<file path="src/rtl/ctl_decode6_pkg.sv">
package ctl_decode6_pkg;

  localparam int unsigned WORD_W   = 32;
  localparam int unsigned OPC_W    = 6;
  localparam int unsigned FUN_W    = 6;
  localparam int unsigned ALUOP_W  = 2;
  localparam int unsigned OPC_LSB  = WORD_W - OPC_W;

  localparam logic [OPC_W-1:0] OPC_REG  = 6'h00;
  localparam logic [OPC_W-1:0] OPC_ORI  = 6'h0D;
  localparam logic [OPC_W-1:0] OPC_LOAD = 6'h23;
  localparam logic [OPC_W-1:0] OPC_STOR = 6'h2B;
  localparam logic [OPC_W-1:0] OPC_BREQ = 6'h04;
  localparam logic [FUN_W-1:0] FUN_ADD  = 6'h20;

  localparam logic [ALUOP_W-1:0] ALU_ADD = 2'b00;
  localparam logic [ALUOP_W-1:0] ALU_SUB = 2'b01;
  localparam logic [ALUOP_W-1:0] ALU_OR  = 2'b10;

  // product terms of the matching plane
  typedef enum int unsigned {
    T_ADD  = 0,
    T_ORI  = 1,
    T_LOAD = 2,
    T_STOR = 3,
    T_BREQ = 4
  } term_e;
  localparam int unsigned NUM_TERMS = 5;

  // positions inside the flat control vector
  localparam int unsigned C_DST   = 0;
  localparam int unsigned C_ASRC  = 1;
  localparam int unsigned C_RWR   = 2;
  localparam int unsigned C_MRD   = 3;
  localparam int unsigned C_MWR   = 4;
  localparam int unsigned C_M2R   = 5;
  localparam int unsigned C_BR    = 6;
  localparam int unsigned C_SEXT  = 7;
  localparam int unsigned C_ALU0  = 8;
  localparam int unsigned NUM_CTL = C_ALU0 + ALUOP_W;

  typedef logic [NUM_TERMS-1:0] terms_t;
  typedef logic [NUM_CTL-1:0]   ctl_vec_t;

  // opcode each term matches
  function automatic logic [OPC_W-1:0] term_opcode(int unsigned t);
    case (t)
      T_ADD:   term_opcode = OPC_REG;
      T_ORI:   term_opcode = OPC_ORI;
      T_LOAD:  term_opcode = OPC_LOAD;
      T_STOR:  term_opcode = OPC_STOR;
      default: term_opcode = OPC_BREQ;
    endcase
  endfunction

  // whether the term also qualifies on the function field
  function automatic logic term_uses_fun(int unsigned t);
    term_uses_fun = (t == T_ADD);
  endfunction

  // controls raised by a term
  function automatic ctl_vec_t term_row(int unsigned t);
    ctl_vec_t v;
    v = '0;
    case (t)
      T_ADD: begin
        v[C_DST] = 1'b1;
        v[C_RWR] = 1'b1;
        v[C_ALU0 +: ALUOP_W] = ALU_ADD;
      end
      T_ORI: begin
        v[C_ASRC] = 1'b1;
        v[C_RWR]  = 1'b1;
        v[C_ALU0 +: ALUOP_W] = ALU_OR;
      end
      T_LOAD: begin
        v[C_ASRC] = 1'b1;
        v[C_RWR]  = 1'b1;
        v[C_MRD]  = 1'b1;
        v[C_M2R]  = 1'b1;
        v[C_SEXT] = 1'b1;
        v[C_ALU0 +: ALUOP_W] = ALU_ADD;
      end
      T_STOR: begin
        v[C_ASRC] = 1'b1;
        v[C_MWR]  = 1'b1;
        v[C_SEXT] = 1'b1;
        v[C_ALU0 +: ALUOP_W] = ALU_ADD;
      end
      default: begin
        v[C_BR]   = 1'b1;
        v[C_SEXT] = 1'b1;
        v[C_ALU0 +: ALUOP_W] = ALU_SUB;
      end
    endcase
    term_row = v;
  endfunction

  // column of the combining plane: which terms feed a control bit
  function automatic terms_t ctl_column(int unsigned c);
    terms_t m;
    ctl_vec_t r;
    m = '0;
    for (int unsigned t = 0; t < NUM_TERMS; t++) begin
      r = term_row(t);
      m[t] = r[c];
    end
    ctl_column = m;
  endfunction

endpackage

</file>
<file path="src/rtl/ctl_decode6_fields.sv">
module ctl_decode6_fields
  import ctl_decode6_pkg::*;
(
  input  logic [WORD_W-1:0] word_i,
  output logic [OPC_W-1:0]  opc_o,
  output logic [FUN_W-1:0]  fun_o
);
  // register, shift and immediate fields are not decoded
  logic unused_mid;
  assign unused_mid = ^word_i[OPC_LSB-1:FUN_W];

  assign opc_o = word_i[WORD_W-1:OPC_LSB];
  assign fun_o = word_i[FUN_W-1:0];
endmodule

</file>
<file path="src/rtl/ctl_decode6_match.sv">
module ctl_decode6_match
  import ctl_decode6_pkg::*;
(
  input  logic [OPC_W-1:0] opc_i,
  input  logic [FUN_W-1:0] fun_i,
  output terms_t           hit_o
);
  logic fun_is_add;
  assign fun_is_add = (fun_i == FUN_ADD);

  for (genvar t = 0; t < NUM_TERMS; t++) begin : g_term
    localparam logic [OPC_W-1:0] MATCH_OPC = term_opcode(t);
    localparam logic             NEED_FUN  = term_uses_fun(t);
    logic opc_hit;
    assign opc_hit  = (opc_i == MATCH_OPC);
    assign hit_o[t] = opc_hit & (~NEED_FUN | fun_is_add);
  end
endmodule

</file>
<file path="src/rtl/ctl_decode6_combine.sv">
module ctl_decode6_combine
  import ctl_decode6_pkg::*;
(
  input  terms_t   hit_i,
  output ctl_vec_t ctl_o
);
  for (genvar c = 0; c < NUM_CTL; c++) begin : g_col
    localparam terms_t COL = ctl_column(c);
    assign ctl_o[c] = |(hit_i & COL);
  end
endmodule

</file>
<file path="src/rtl/ctl_decode6.sv">
module ctl_decode6
  import ctl_decode6_pkg::*;
(
  input  logic [31:0] instr_word,
  output logic        dst_is_rd,
  output logic        alu_src_imm,
  output logic [1:0]  alu_op,
  output logic        reg_wr,
  output logic        mem_rd,
  output logic        mem_wr,
  output logic        mem_to_reg,
  output logic        branch,
  output logic        imm_signed
);
  logic [OPC_W-1:0] opc;
  logic [FUN_W-1:0] fun;
  terms_t           hits;
  ctl_vec_t         ctl;

  ctl_decode6_fields u_fields (
    .word_i (instr_word),
    .opc_o  (opc),
    .fun_o  (fun)
  );

  ctl_decode6_match u_match (
    .opc_i (opc),
    .fun_i (fun),
    .hit_o (hits)
  );

  ctl_decode6_combine u_combine (
    .hit_i (hits),
    .ctl_o (ctl)
  );

  assign dst_is_rd   = ctl[C_DST];
  assign alu_src_imm = ctl[C_ASRC];
  assign reg_wr      = ctl[C_RWR];
  assign mem_rd      = ctl[C_MRD];
  assign mem_wr      = ctl[C_MWR];
  assign mem_to_reg  = ctl[C_M2R];
  assign branch      = ctl[C_BR];
  assign imm_signed  = ctl[C_SEXT];
  assign alu_op      = ctl[C_ALU0 +: ALUOP_W];
endmodule

</file>
<file path="config.mk">
export PLATFORM = sky130hd
export DESIGN_NAME = ctl_decode6
export DESIGN_NICKNAME = d
export VERILOG_FILES = /design/src/rtl/ctl_decode6_pkg.sv /design/src/rtl/ctl_decode6_fields.sv /design/src/rtl/ctl_decode6_match.sv /design/src/rtl/ctl_decode6_combine.sv /design/src/rtl/ctl_decode6.sv
export SDC_FILE = /design/constraint.sdc
export NUM_CORES = 1
export LEC_CHECK = 0
export ABC_CLOCK_PERIOD_IN_PS = 1900
export BUFFER_PORTS_ARGS = -buffer_cell sky130_fd_sc_hd__clkbuf_2
export CORE_AREA = 2 2 39 41
export DETAILED_ROUTE_END_ITERATION = 16
export DIE_AREA = 0 0 41 43
export PLACE_DENSITY = 0.54
export SYNTH_ARGS = -nofsm -noshare
export SYNTH_HDL_FRONTEND = slang
export SYNTH_SLANG_ARGS = --single-unit
</file>
<file path="constraint.sdc">
create_clock -name vclk -period 1.9
set_input_delay 0.095 -clock vclk [all_inputs]
set_output_delay 0.095 -clock vclk [all_outputs]
set_load 0.01 [all_outputs]
</file>
-- After elaboration in Yosys (flattened, before gate mapping)
Cells that the tools add are included.
W data, S select, Z words.
- flip-flop bits (word level): 0
- bits of input ports: 32
- output and inout bits: 10
- word-level logic and storage cells: 10
- equality and inequality tests: 5
- bitwise logic cells: 1
- reductions and logical operators: 4
- operators with widths (kind ; number):
    $eq A6 B6 Y1 const B ; 3
    $reduce_or A3 Y1 ; 3
    $eq A6 B3 Y1 const B ; 1
    $eq A6 B4 Y1 const B ; 1
    $logic_not A6 Y1 ; 1
    $and A1 B1 Y1 ; 1

-- Logic depth before layout (Yosys ltp)
- word-level depth: 3
- depth in mapped cells: 4
- depth with buffers taken out: 3

-- Modules after synthesis
A second synthesis with hierarchy kept.
- cell total of the unflattened synthesis: 37
- area total of the unflattened synthesis: 281.5 um^2
- by module, submodules not included (module ; times used ; cells each ; area each (um^2) ; sequential area each (um^2)):
    ctl_decode6_match ; 1 ; 15 ; 120.1 ; 0.0
    ctl_decode6_fields ; 1 ; 12 ; 90.1 ; 0.0
    ctl_decode6_combine ; 1 ; 10 ; 71.3 ; 0.0

-- Least setup slack after synthesis
No wires, ideal clock.
- path kind: input to output
- from: input port instr_word[28]
- to: output port mem_to_reg
- data arrival time: 0.829 ns
- data required time: 1.805 ns
- path slack: 0.976 ns
- stages: 4
- path buffers: 1
- path through: nand4b_4 -> or3_4 -> inv_1 -> buf_4
- longest elaborated chain between the ends: 1
- RTL lines (item ; line ; source):
    from (decl) ; ctl_decode6.sv:4 ; input logic [31:0] instr_word,
    $eq A6 B6 Y1 ; ctl_decode6_match.sv:15 ; assign opc_hit = (opc_i == MATCH_OPC);
    to (decl) ; ctl_decode6.sv:11 ; output logic mem_to_reg,
Every way passes these cells.

-- Worst setup path after layout
- from: input port instr_word[28]
- to: output port reg_wr
- longest elaborated chain between the ends: 3
- elaborated cells on any way between the ends: 5
- those cells by class: eq/ne (2); bitwise (1); reduce/logical (2)
- RTL lines (item ; line ; source):
    $logic_not A6 Y1 ; ctl_decode6_match.sv:15 ;
    $and A1 B1 Y1 ; ctl_decode6_match.sv:16 ; assign hit_o[t] = opc_hit & (~NEED_FUN | fun_is_add);
    $reduce_or A3 Y1 * ; ctl_decode6_combine.sv:9 ; assign ctl_o[c] = |(hit_i & COL);
    to (decl) ; ctl_decode6.sv:8 ; output logic reg_wr,
Mark *: on every way between the ends. The rest lies on a longest branch, timed or not.

==> reports/metrics.cfg <==
[power]
p_leak_nw = 0.1663
p_per_area_mw_per_mm2 = 124.2
peakVddDrop_v = 0.00003791

[layout]
antenna_cells = 0
regArea_sq_um = 0
final_core_util_pct = 19.53
fillCellCount = 159
nets = 76
layout-drive-gt1-share_pct = 59.52
fin_cells = 58
area_growth_pct = 66.15
nClkBuffers = 0
design.seq.count = 0

[timing]
slew_violations = 0
hold_viol_final = 0
relSlewSlack_pct = 83.26
setup_slack_ns = 0.8339
rsz0062_at_grt = false
min_period_ns = 1.066
timing.hold.ws_ns = 0.4786
worst_pin_slew_ns = 0.2476
period_share_pct = 56.11
setup_viol_count_final = 0
tns_ns = 0
fmax_ghz = 0.9380

[drt]
initialDrtViolationCount = 0
vias = 227
via_per_inst = 3.914
final_antenna_net_count = 0
drt-wirelength-per-cell_um = 8.121
first_pass_iters = 1
routed_wl_um = 471
drc_errors = 0

[synth]
syn_nets = 55
synth_top_family_by_area = simple AND/OR/NAND/NOR gates
synthCells = 23
seq_area_frac_synth_pct = 0
synthAdderAreaFrac_pct = 0
synth_xor_xnor_area_share_pct = 0
synth-compound-area-share_pct = 13.85
synth_area_sq_um = 162.7
yosysUniqueCellTypes = 15
synth-simple-area-share_pct = 67.69
synthMuxAreaShare_pct = 0
synth_warnings = 0
synth.avg_cell_area_sq_um = 7.072

[global_routing]
grt_pass1_vias = 186
grt_max_degree = 7
grt_overflow = 0
grt_use_total_pct = 5.395
antenna_found_initial = 0
grt_pass1_wl_um = 717

[clock_tree]
cts_hold_buf = 0
cts_resized = 0
cts_setup_buffers = 0

[critical_path]
path_cells = clkbuf_2 > nand4b_4 > or3_4 > o211ai_2 > clkbuf_2
max_stage_delay_ns = 0.34
critical-path-top-delay-family = simple AND/OR/NAND/NOR gates
end_kind = output pin
arrival_ns = 0.97
cp_data_required_time_ns = 1.80
path_class = in -> out
timing.critical_path.slowest_stage_cell = or3_4
cp_max_fo = 6
cpMostUsedCell = clkbuf_2
worst-path-buf-inv = 2
cp-start-kind = input port

[floorplan]
chipHeight_um = 43
dieArea_sq_mm = 0.001763
coreArea_sq_mm = 0.001384
num_rows = 14
start_util_pct = 11.75
ios = 42
die_w_um = 41

[hold_path]
holdPathEnd = imm_signed
hold_depth = 3
worstHoldPathType = in -> out
min_from = instr_word[30]

[placed_design]
port_buffers = 22
gp_congestion = 0.6752
dp.final_hpwl_um = 455.5
place.detailed.instances = 58
dp_worst_setup_slack_ns = 0.8232

[run]
cap_violations = 0

[outcome]
status = finished clean

[cells by family after synthesis]
kind of cell | count (synthesis)
compound gates | 3
buf+inv | 5
simple gates | 15
[per-layer routing]
metal | vias to the layer above | share of wire [%] | global-route usage [%] | wire (um)
met5 | - | 0 | 0 | 0
met1 | 94 | 37 | 7.278 | 175
li1 | 120 | - | - | -
met3 | 0 | 15 | 1.047 | 73
met2 | 13 | 47 | 9.063 | 221
met4 | 0 | 0 | 0 | 0
[worst min-delay path: stages]
cell and delay (ns):
clkbuf_2 0.12, a21oi_1 0.05, clkbuf_2 0.12
[final cells by class]
| type | instances | area, sq um | share of cell area (%) |
|---|---|---|---|
| repair buffers | 22 | 110.1 | 40.74 |
| multi-input cells | 18 | 132.6 | 49.07 |
| well taps | 16 | 20.02 | 7.407 |
| inverters | 2 | 7.507 | 2.778 |
[worst max-delay path by stage]
| stage | from | to | slack (ns) | cells past startpoint |
|---|---|---|---|---|
| 2_1_floorplan | instr_word[28] | mem_to_reg | 0.98 | 4 |
| 4_1_cts | instr_word[28] | reg_wr | 0.82 | 5 |
| 6_report | instr_word[28] | reg_wr | 0.83 | 5 |
| 3_5_place_dp | instr_word[28] | reg_wr | 0.82 | 5 |
| 3_3_place_gp | instr_word[28] | reg_wr | 0.83 | 5 |
| 5_1_grt | instr_word[27] | alu_src_imm | 0.75 | 5 |
[stage by stage]
step | cell area [sq um] | total power [mW]
6_report | 270.3 | 0.03358
3_5_place_dp | 270.3 | 0.03397
3_3_place_gp | 270.3 | 0.03356
5_1_grt | 270.3 | 0.03780
2_1_floorplan | 162.7 | 0.01293
4_1_cts | 270.3 | 0.03404
[where the power goes]
| group | internal (mW) | switching, mW |
|---|---|---|
| logic | 0.0167 | 0.0169 |
| registers | 0 | 0 |
| clock network | 0 | 0 |
| total | 0.0167 | 0.0169 |
[cell usage in the layout, fill, tap and decap left out]
master	n
nand4_1	1
and3_1	1
nor3b_1	1
clkbuf_2	22
nor4b_1	1
nand3b_1	1
nand4b_4	1
or3_4	1
a21oi_1	2
or2b_1	1
nor3_1	2
o211ai_2	1
inv_1	2
nand3_1	2
nor2_1	3
[Yosys cell counts, drive strengths merged]
master | n | share of area [%]
a21oi | 2 | 6.2
and3 | 1 | 3.8
buf | 3 | 14
inv | 2 | 4.6
nand3 | 2 | 6.2
nand3b | 1 | 4.6
nand4 | 1 | 3.8
nand4b | 1 | 15
nor2 | 3 | 6.9
nor3 | 2 | 6.2
nor3b | 1 | 4.6
nor4b | 1 | 5.4
o211ai | 1 | 7.7
or2b | 1 | 4.6
or3 | 1 | 6.9
No activity file was read; power rests on OpenSTA's default activity.
